--- config.mk ---
export PLATFORM = sky130hd
export DESIGN_NAME = accalu_top
export DESIGN_NICKNAME = d
export VERILOG_FILES = /design/src/rtl/accalu_pkg.sv /design/src/rtl/accalu_decode.sv /design/src/rtl/accalu_arith.sv /design/src/rtl/accalu_flags.sv /design/src/rtl/accalu_top.sv
export SDC_FILE = /design/constraint.sdc
export NUM_CORES = 1
export LEC_CHECK = 0
export BUFFER_PORTS_ARGS = -buffer_cell sky130_fd_sc_hd__clkbuf_2
export CORE_UTILIZATION = 35
export CTS_CLUSTER_SIZE = 14
export DETAILED_ROUTE_END_ITERATION = 12
export SYNTH_ARGS = -nofsm -noshare
export SYNTH_HDL_FRONTEND = slang
export SYNTH_SLANG_ARGS = --single-unit
--- constraint.sdc ---
create_clock -name clk -period 4.4 [get_ports clk]
set_input_delay 0.66 -clock clk [delete_from_list [all_inputs] [get_ports clk]]
set_output_delay 0.66 -clock clk [all_outputs]
set_load 0.02 [all_outputs]
--- src/rtl/accalu_pkg.sv ---
// Package: shared constants and types for the accumulator ALU stage.
// Assumes an 8-bit literal/address field below a 6-bit operation code.
package accalu_pkg;

    localparam int OPC_W  = 6;
    localparam int FLAG_W = 3;
    localparam int FLG_C  = 0;
    localparam int FLG_HC = 1;
    localparam int FLG_Z  = 2;

    localparam logic [OPC_W-1:0] OPC_ADD   = 6'b011011;
    localparam logic [OPC_W-1:0] OPC_SUB   = 6'b011100;
    localparam logic [OPC_W-1:0] OPC_AND   = 6'b010010;
    localparam logic [OPC_W-1:0] OPC_OR    = 6'b010011;
    localparam logic [OPC_W-1:0] OPC_XOR   = 6'b010100;
    localparam logic [OPC_W-1:0] OPC_INC   = 6'b011001;
    localparam logic [OPC_W-1:0] OPC_DEC   = 6'b011101;
    localparam logic [OPC_W-1:0] OPC_INCSZ = 6'b011010;
    localparam logic [OPC_W-1:0] OPC_DECSZ = 6'b011110;
    localparam logic [OPC_W-1:0] OPC_SWAP  = 6'b010111;
    localparam logic [OPC_W-1:0] OPC_LOAD  = 6'b011000;
    localparam logic [OPC_W-1:0] OPC_ANDI  = 6'b110100;
    localparam logic [OPC_W-1:0] OPC_ORI   = 6'b110101;
    localparam logic [OPC_W-1:0] OPC_LDI   = 6'b111010;

    typedef enum logic [3:0] {
        K_NONE, K_ADD, K_SUB, K_AND, K_OR, K_XOR, K_INC, K_DEC,
        K_INCSZ, K_DECSZ, K_SWAP, K_LOAD, K_ANDI, K_ORI, K_LDI
    } op_kind_e;

    typedef struct packed {
        op_kind_e kind;
        logic     known;
        logic     use_lit;
        logic     to_reg;
        logic     upd_z;
        logic     upd_ch;
        logic     skip_en;
    } dec_t;

endpackage

--- src/rtl/accalu_decode.sv ---
// Module: accalu_decode
// Maps the operation code and destination bit to an operation kind and
// per-instruction control (operand source, destination, which flags change,
// skip eligibility). Purely combinational; unknown codes give known=0.
module accalu_decode
    import accalu_pkg::*;
#(
    parameter int INSTR_W = 14
) (
    input  logic [INSTR_W-1:0] instr,
    output dec_t               dec
);
    localparam int DEST_BIT = INSTR_W - OPC_W - 1;

    logic [OPC_W-1:0] opc;
    assign opc = instr[INSTR_W-1 -: OPC_W];

    // Select operation kind and control bits from the code.
    always_comb begin
        dec         = '0;
        dec.kind    = K_NONE;
        dec.known   = 1'b1;
        dec.to_reg  = instr[DEST_BIT];
        dec.upd_z   = 1'b1;
        case (opc)
            OPC_ADD:   begin dec.kind = K_ADD; dec.upd_ch = 1'b1; end
            OPC_SUB:   begin dec.kind = K_SUB; dec.upd_ch = 1'b1; end
            OPC_AND:   dec.kind = K_AND;
            OPC_OR:    dec.kind = K_OR;
            OPC_XOR:   dec.kind = K_XOR;
            OPC_INC:   dec.kind = K_INC;
            OPC_DEC:   dec.kind = K_DEC;
            OPC_INCSZ: begin dec.kind = K_INCSZ; dec.upd_z = 1'b0; dec.skip_en = 1'b1; end
            OPC_DECSZ: begin dec.kind = K_DECSZ; dec.upd_z = 1'b0; dec.skip_en = 1'b1; end
            OPC_SWAP:  dec.kind = K_SWAP;
            OPC_LOAD:  dec.kind = K_LOAD;
            OPC_ANDI:  begin dec.kind = K_ANDI; dec.use_lit = 1'b1; dec.to_reg = 1'b0; end
            OPC_ORI:   begin dec.kind = K_ORI;  dec.use_lit = 1'b1; dec.to_reg = 1'b0; end
            OPC_LDI:   begin
                dec.kind = K_LDI; dec.use_lit = 1'b1; dec.to_reg = 1'b0; dec.upd_z = 1'b0;
            end
            default:   begin dec.known = 1'b0; dec.upd_z = 1'b0; dec.to_reg = 1'b0; end
        endcase
    end

endmodule

--- src/rtl/accalu_arith.sv ---
// Module: accalu_arith
// Computes the result for one operation kind. A single adder serves add,
// subtract (operand + ~W + 1), increment and decrement; carry and
// half-carry come from that adder. Assumes DATA_W is even.
module accalu_arith
    import accalu_pkg::*;
#(
    parameter int DATA_W = 8
) (
    input  op_kind_e          kind,
    input  logic [DATA_W-1:0] opnd,
    input  logic [DATA_W-1:0] w,
    output logic [DATA_W-1:0] res,
    output logic              carry,
    output logic              half
);
    localparam int HALF_W = DATA_W / 2;

    logic [DATA_W-1:0] add_b;
    logic              cin;
    logic [DATA_W:0]   sum;
    logic [HALF_W:0]   lo_sum;

    // Pick the second adder input and carry-in for the arithmetic kinds.
    always_comb begin
        add_b = w;
        cin   = 1'b0;
        case (kind)
            K_SUB:           begin add_b = ~w;          cin = 1'b1; end
            K_INC, K_INCSZ:  begin add_b = '0;          cin = 1'b1; end
            K_DEC, K_DECSZ:  begin add_b = '1;          cin = 1'b0; end
            default:         begin add_b = w;           cin = 1'b0; end
        endcase
    end

    // Full-width and low-half sums share one carry-in.
    always_comb begin
        sum    = {1'b0, opnd} + {1'b0, add_b} + {{DATA_W{1'b0}}, cin};
        lo_sum = {1'b0, opnd[HALF_W-1:0]} + {1'b0, add_b[HALF_W-1:0]} + {{HALF_W{1'b0}}, cin};
        carry  = sum[DATA_W];
        half   = lo_sum[HALF_W];
    end

    // Route the selected function to the result.
    always_comb begin
        case (kind)
            K_ADD, K_SUB, K_INC, K_DEC, K_INCSZ, K_DECSZ: res = sum[DATA_W-1:0];
            K_AND, K_ANDI: res = opnd & w;
            K_OR,  K_ORI:  res = opnd | w;
            K_XOR:         res = opnd ^ w;
            K_SWAP:        res = {opnd[HALF_W-1:0], opnd[DATA_W-1:HALF_W]};
            K_LOAD, K_LDI: res = opnd;
            default:       res = '0;
        endcase
    end

endmodule

--- src/rtl/accalu_flags.sv ---
// Module: accalu_flags
// Builds the next flag set from the incoming flags and the per-instruction
// update enables, and forms the skip request. Combinational.
module accalu_flags
    import accalu_pkg::*;
#(
    parameter int DATA_W = 8
) (
    input  dec_t              dec,
    input  logic [DATA_W-1:0] res,
    input  logic              carry,
    input  logic              half,
    input  logic [FLAG_W-1:0] flags_in,
    output logic [FLAG_W-1:0] flags_nxt,
    output logic              skip
);
    logic is_zero;
    assign is_zero = (res == '0);

    // Overlay only the flags this instruction is allowed to change.
    always_comb begin
        flags_nxt = flags_in;
        if (dec.upd_ch) begin
            flags_nxt[FLG_C]  = carry;
            flags_nxt[FLG_HC] = half;
        end
        if (dec.upd_z) begin
            flags_nxt[FLG_Z] = is_zero;
        end
    end

    // Skip is requested only by the skip forms on a zero result.
    always_comb skip = dec.skip_en & is_zero;

endmodule

--- src/rtl/accalu_top.sv ---
// Module: accalu_top
// Execute stage for accumulator data operations: decode, compute and flag
// update in one combinational pass, then one output register. Result is
// valid one clock after an accepted instruction. Assumes INSTR_W equals
// the code width plus DATA_W (destination bit plus address, or literal).
module accalu_top
    import accalu_pkg::*;
#(
    parameter int DATA_W  = 8,
    parameter int INSTR_W = OPC_W + DATA_W
) (
    input  logic               clk,
    input  logic               rst_n,
    input  logic               in_valid,
    input  logic [INSTR_W-1:0] instr,
    input  logic [DATA_W-1:0]  w_in,
    input  logic [DATA_W-1:0]  reg_in,
    input  logic [FLAG_W-1:0]  flags_in,
    output logic               out_valid,
    output logic [DATA_W-1:0]  out_result,
    output logic               out_to_reg,
    output logic [FLAG_W-1:0]  out_flags,
    output logic               out_skip
);
    dec_t              dec;
    logic [DATA_W-1:0] opnd;
    logic [DATA_W-1:0] res;
    logic              carry;
    logic              half;
    logic [FLAG_W-1:0] flags_nxt;
    logic              skip;

    accalu_decode #(.INSTR_W(INSTR_W)) u_dec (
        .instr (instr),
        .dec   (dec)
    );

    // Operand source: literal field for immediate forms, else the register.
    always_comb opnd = dec.use_lit ? instr[DATA_W-1:0] : reg_in;

    accalu_arith #(.DATA_W(DATA_W)) u_arith (
        .kind  (dec.kind),
        .opnd  (opnd),
        .w     (w_in),
        .res   (res),
        .carry (carry),
        .half  (half)
    );

    accalu_flags #(.DATA_W(DATA_W)) u_flags (
        .dec       (dec),
        .res       (res),
        .carry     (carry),
        .half      (half),
        .flags_in  (flags_in),
        .flags_nxt (flags_nxt),
        .skip      (skip)
    );

    // Output register stage with synchronous active-low reset.
    always_ff @(posedge clk) begin
        if (!rst_n) begin
            out_valid  <= 1'b0;
            out_result <= '0;
            out_to_reg <= 1'b0;
            out_flags  <= '0;
            out_skip   <= 1'b0;
        end else begin
            out_valid  <= in_valid & dec.known;
            out_result <= res;
            out_to_reg <= dec.to_reg;
            out_flags  <= flags_nxt;
            out_skip   <= in_valid & dec.known & skip;
        end
    end

endmodule

==> impl_results.md <==
- Number of diodes: 0
- Vias in the first global route: 1693
- GR Util met2: 32.6%
- Synth Register Bits: 14
- FF+latch area: 280 um2
- Power consumption: 447 uW
- Hold Slack: 0.673 ns
- Post-Synthesis Cells: 240
- Mapped Area: 1840 um2
- Max Clk Rate: 263 MHz
- Drt first pass iters: 7
- EDFF count, synth: 0
- Area of the multi-input gates: 1390 um2
- Endpoint class of the critical path: flip-flop
- Fin crit period: 3.81 ns
- Filler cells: 544
- Routed wire per std cell: 14.7 um
- Synth area leader: ha_1
- Initial antenna violation count: 0
- Pre-CTS worst setup slack: 0.390 ns
- Vias/cell: 5.44
- Ys async rst share: 0%
- Post-DP HPWL: 4150 um
- Site row count: 26
- RePlAce Congestion: 0.889
- Final setup vio count: 0
- # H-tree levels: 1
- Clk slew on worst S/H paths: 0.05 ns
- Max clock buf depth: 2
- Proportion of layout cells with a drive suffix above 1: 23.8%
- Ys flop type: dfxtp_1
- GRT Util Overall: 19.5%
- Most common cell after layout, fill and taps aside: clkbuf_2
- TritonCTS Buffers: 3
- Crit path max fanout: 18
- HP Class: in2reg
- ANT nets after route: 0
- Syn-to-layout area delta: 20.1%
- Top reg by flops: out_result
- Core Box Area: 5070 um2
- Met1 Track Usage GR: 27.0%
- CTS tree: yes
- Regs by FF count: out_result (8), out_flags (3)
- Final nets: 348
- Largest net degree at the start of global routing: 27
- Slew Viols, Final: 0
- Crit path kind: in2reg
- Max-Slew Margin vs Limit: 64.1%
- Largest cells by area after synthesis: ha_1 16%, dfxtp_1 15%, a21oi_1 7.6%
- Post-CTS setup buffer count: 0
- Register area share after synthesis: 15.2%
- Max cap viols: 0
- Most frequent cells in the layout: 49 x clkbuf_2, 28 x a21oi_1, 23 x ha_1
- Final Util: 43.5%
- WP data required: 4.53 ns
- Post-CTS Hold Fix Bufs: 0
- Syn_area_per_cell: 7.66 um2
- Drt drc: 0
- Synth cell types: 53
- Total Wirelength: 5220 um
- Die Height: 74.5 um
- CTS resizes: 0
- Die Wd: 74.5 um
- Via count: 1935
- CTS Root Cell: clkbuf_8
- Port-buffer cells: 49
- Setup ws final: 0.595 ns
- Worst-margin pin slew: 0.537 ns
- GR peak layer: met2
- Met3 usage: 1.22%
- Crit start category: input pin
- Max FFs per register: 8
- Leak: 0.00113 uW
- Overflow after GRT: 0
- Worst vdd ir: 0.115 mV
- I/O Pins: 50
- Die Footprint: 5550 um2
- Run status: finished clean
- First-pass GRT wire length: 8310 um
- Fin Setup TNS: 0 ns
- Setup crit start: instr[10]
- Synthesized Nets: 301
- Final Hold Viols: 0
- Starting DRT DRC Count: 138
- Initial Utilization: 36.2%
- RSZ-0062 raised after global routing: no
- Final worst-path cycle share: 86.5%
- Pwr dens: 202 nW/um2
- Synth top area share: 15.6%
- Setup crit end: out_flags[2]
- Total of warnings raised by yosys: 0
- Clk sink count: 14
- Worst Path Arrival: 3.94 ns
-- worst max-delay path, stage by stage --
cell and delay, ns:
clkbuf_2 0.25, and4bb_1 0.28, o211ai_4 0.17, mux2i_1 0.34, inv_1 0.13, fa_1 0.49, fa_1 0.42, nand3_1 0.13
nand2_1 0.09, a21o_1 0.19, a21oi_1 0.23, xnor2_1 0.15, a21oi_1 0.13, a41o_1 0.27
-- metal layers --
metal	wire length (um)	vias to the layer above
li1	-	978
met2	2380	82
met5	0	-
met3	392	4
met4	38	0
met1	2410	871
-- layout make-up --
cell class / instances / area share [%]
clock buffer: 4 / 2.49
timing repair buffer: 58 / 14.2
inverter: 22 / 3.74
tap: 70 / 3.96
multi-input combinational: 188 / 63.0
sequential: 14 / 12.7
-- metrics by stage --
stage               std cells  cell area, um2
floorplan                 240            1840
global placement          352            2150
detailed placement        352            2150
CTS                       356            2210
global route              356            2210
finish                    356            2210
-- power by group --
part	total, uW	switching (uW)	internal (uW)
registers	134	1.36	133
logic	194	113	81.0
clock network	119	39.8	79.0
total	447	154	293
-- synthesized netlist by cell type (all sizes together), types with 2 or more instances --
cell,n
a21oi,28
ha,23
inv,21
o21ai,19
nand2,15
dfxtp,14
nor2,14
o22ai,10
buf,9
mux2i,9
clkbuf,7
nand3,6
a222oi,5
and3,4
o211a,4
o211ai,4
xnor2,4
a21o,3
a22oi,3
o221ai,3
xor2,3
and2,2
and3b,2
and4,2
fa,2
nand2b,2
nand4,2
nor2b,2
nor3b,2
o221a,2
-- cell families after synthesis --
logic type               Yosys count  synth area share (%)
AO/OA/AOI/OAI                     89                  32.2
AND/OR/NAND/NOR                   58                  17.2
buffers and inverters             38                  9.12
adder cells (fa/ha/maj)           25                  17.8
flip-flops                        14                  15.2
multiplexers                       9                  5.10
XOR/XNOR                           7                  3.33
-- worst min-delay path by stage --
stage,slack [ns],cells past startpoint,start,end
final,0.67,3,in_valid,out_valid
after global placement,0.92,3,in_valid,out_valid
after CTS,0.67,3,in_valid,out_valid
after detailed placement,0.92,3,instr[7],out_to_reg
after global routing,0.66,3,instr[7],out_to_reg
after floorplan,0.78,1,rst_n,out_result[5]
Note: power is estimated with default switching activity, not from simulation.
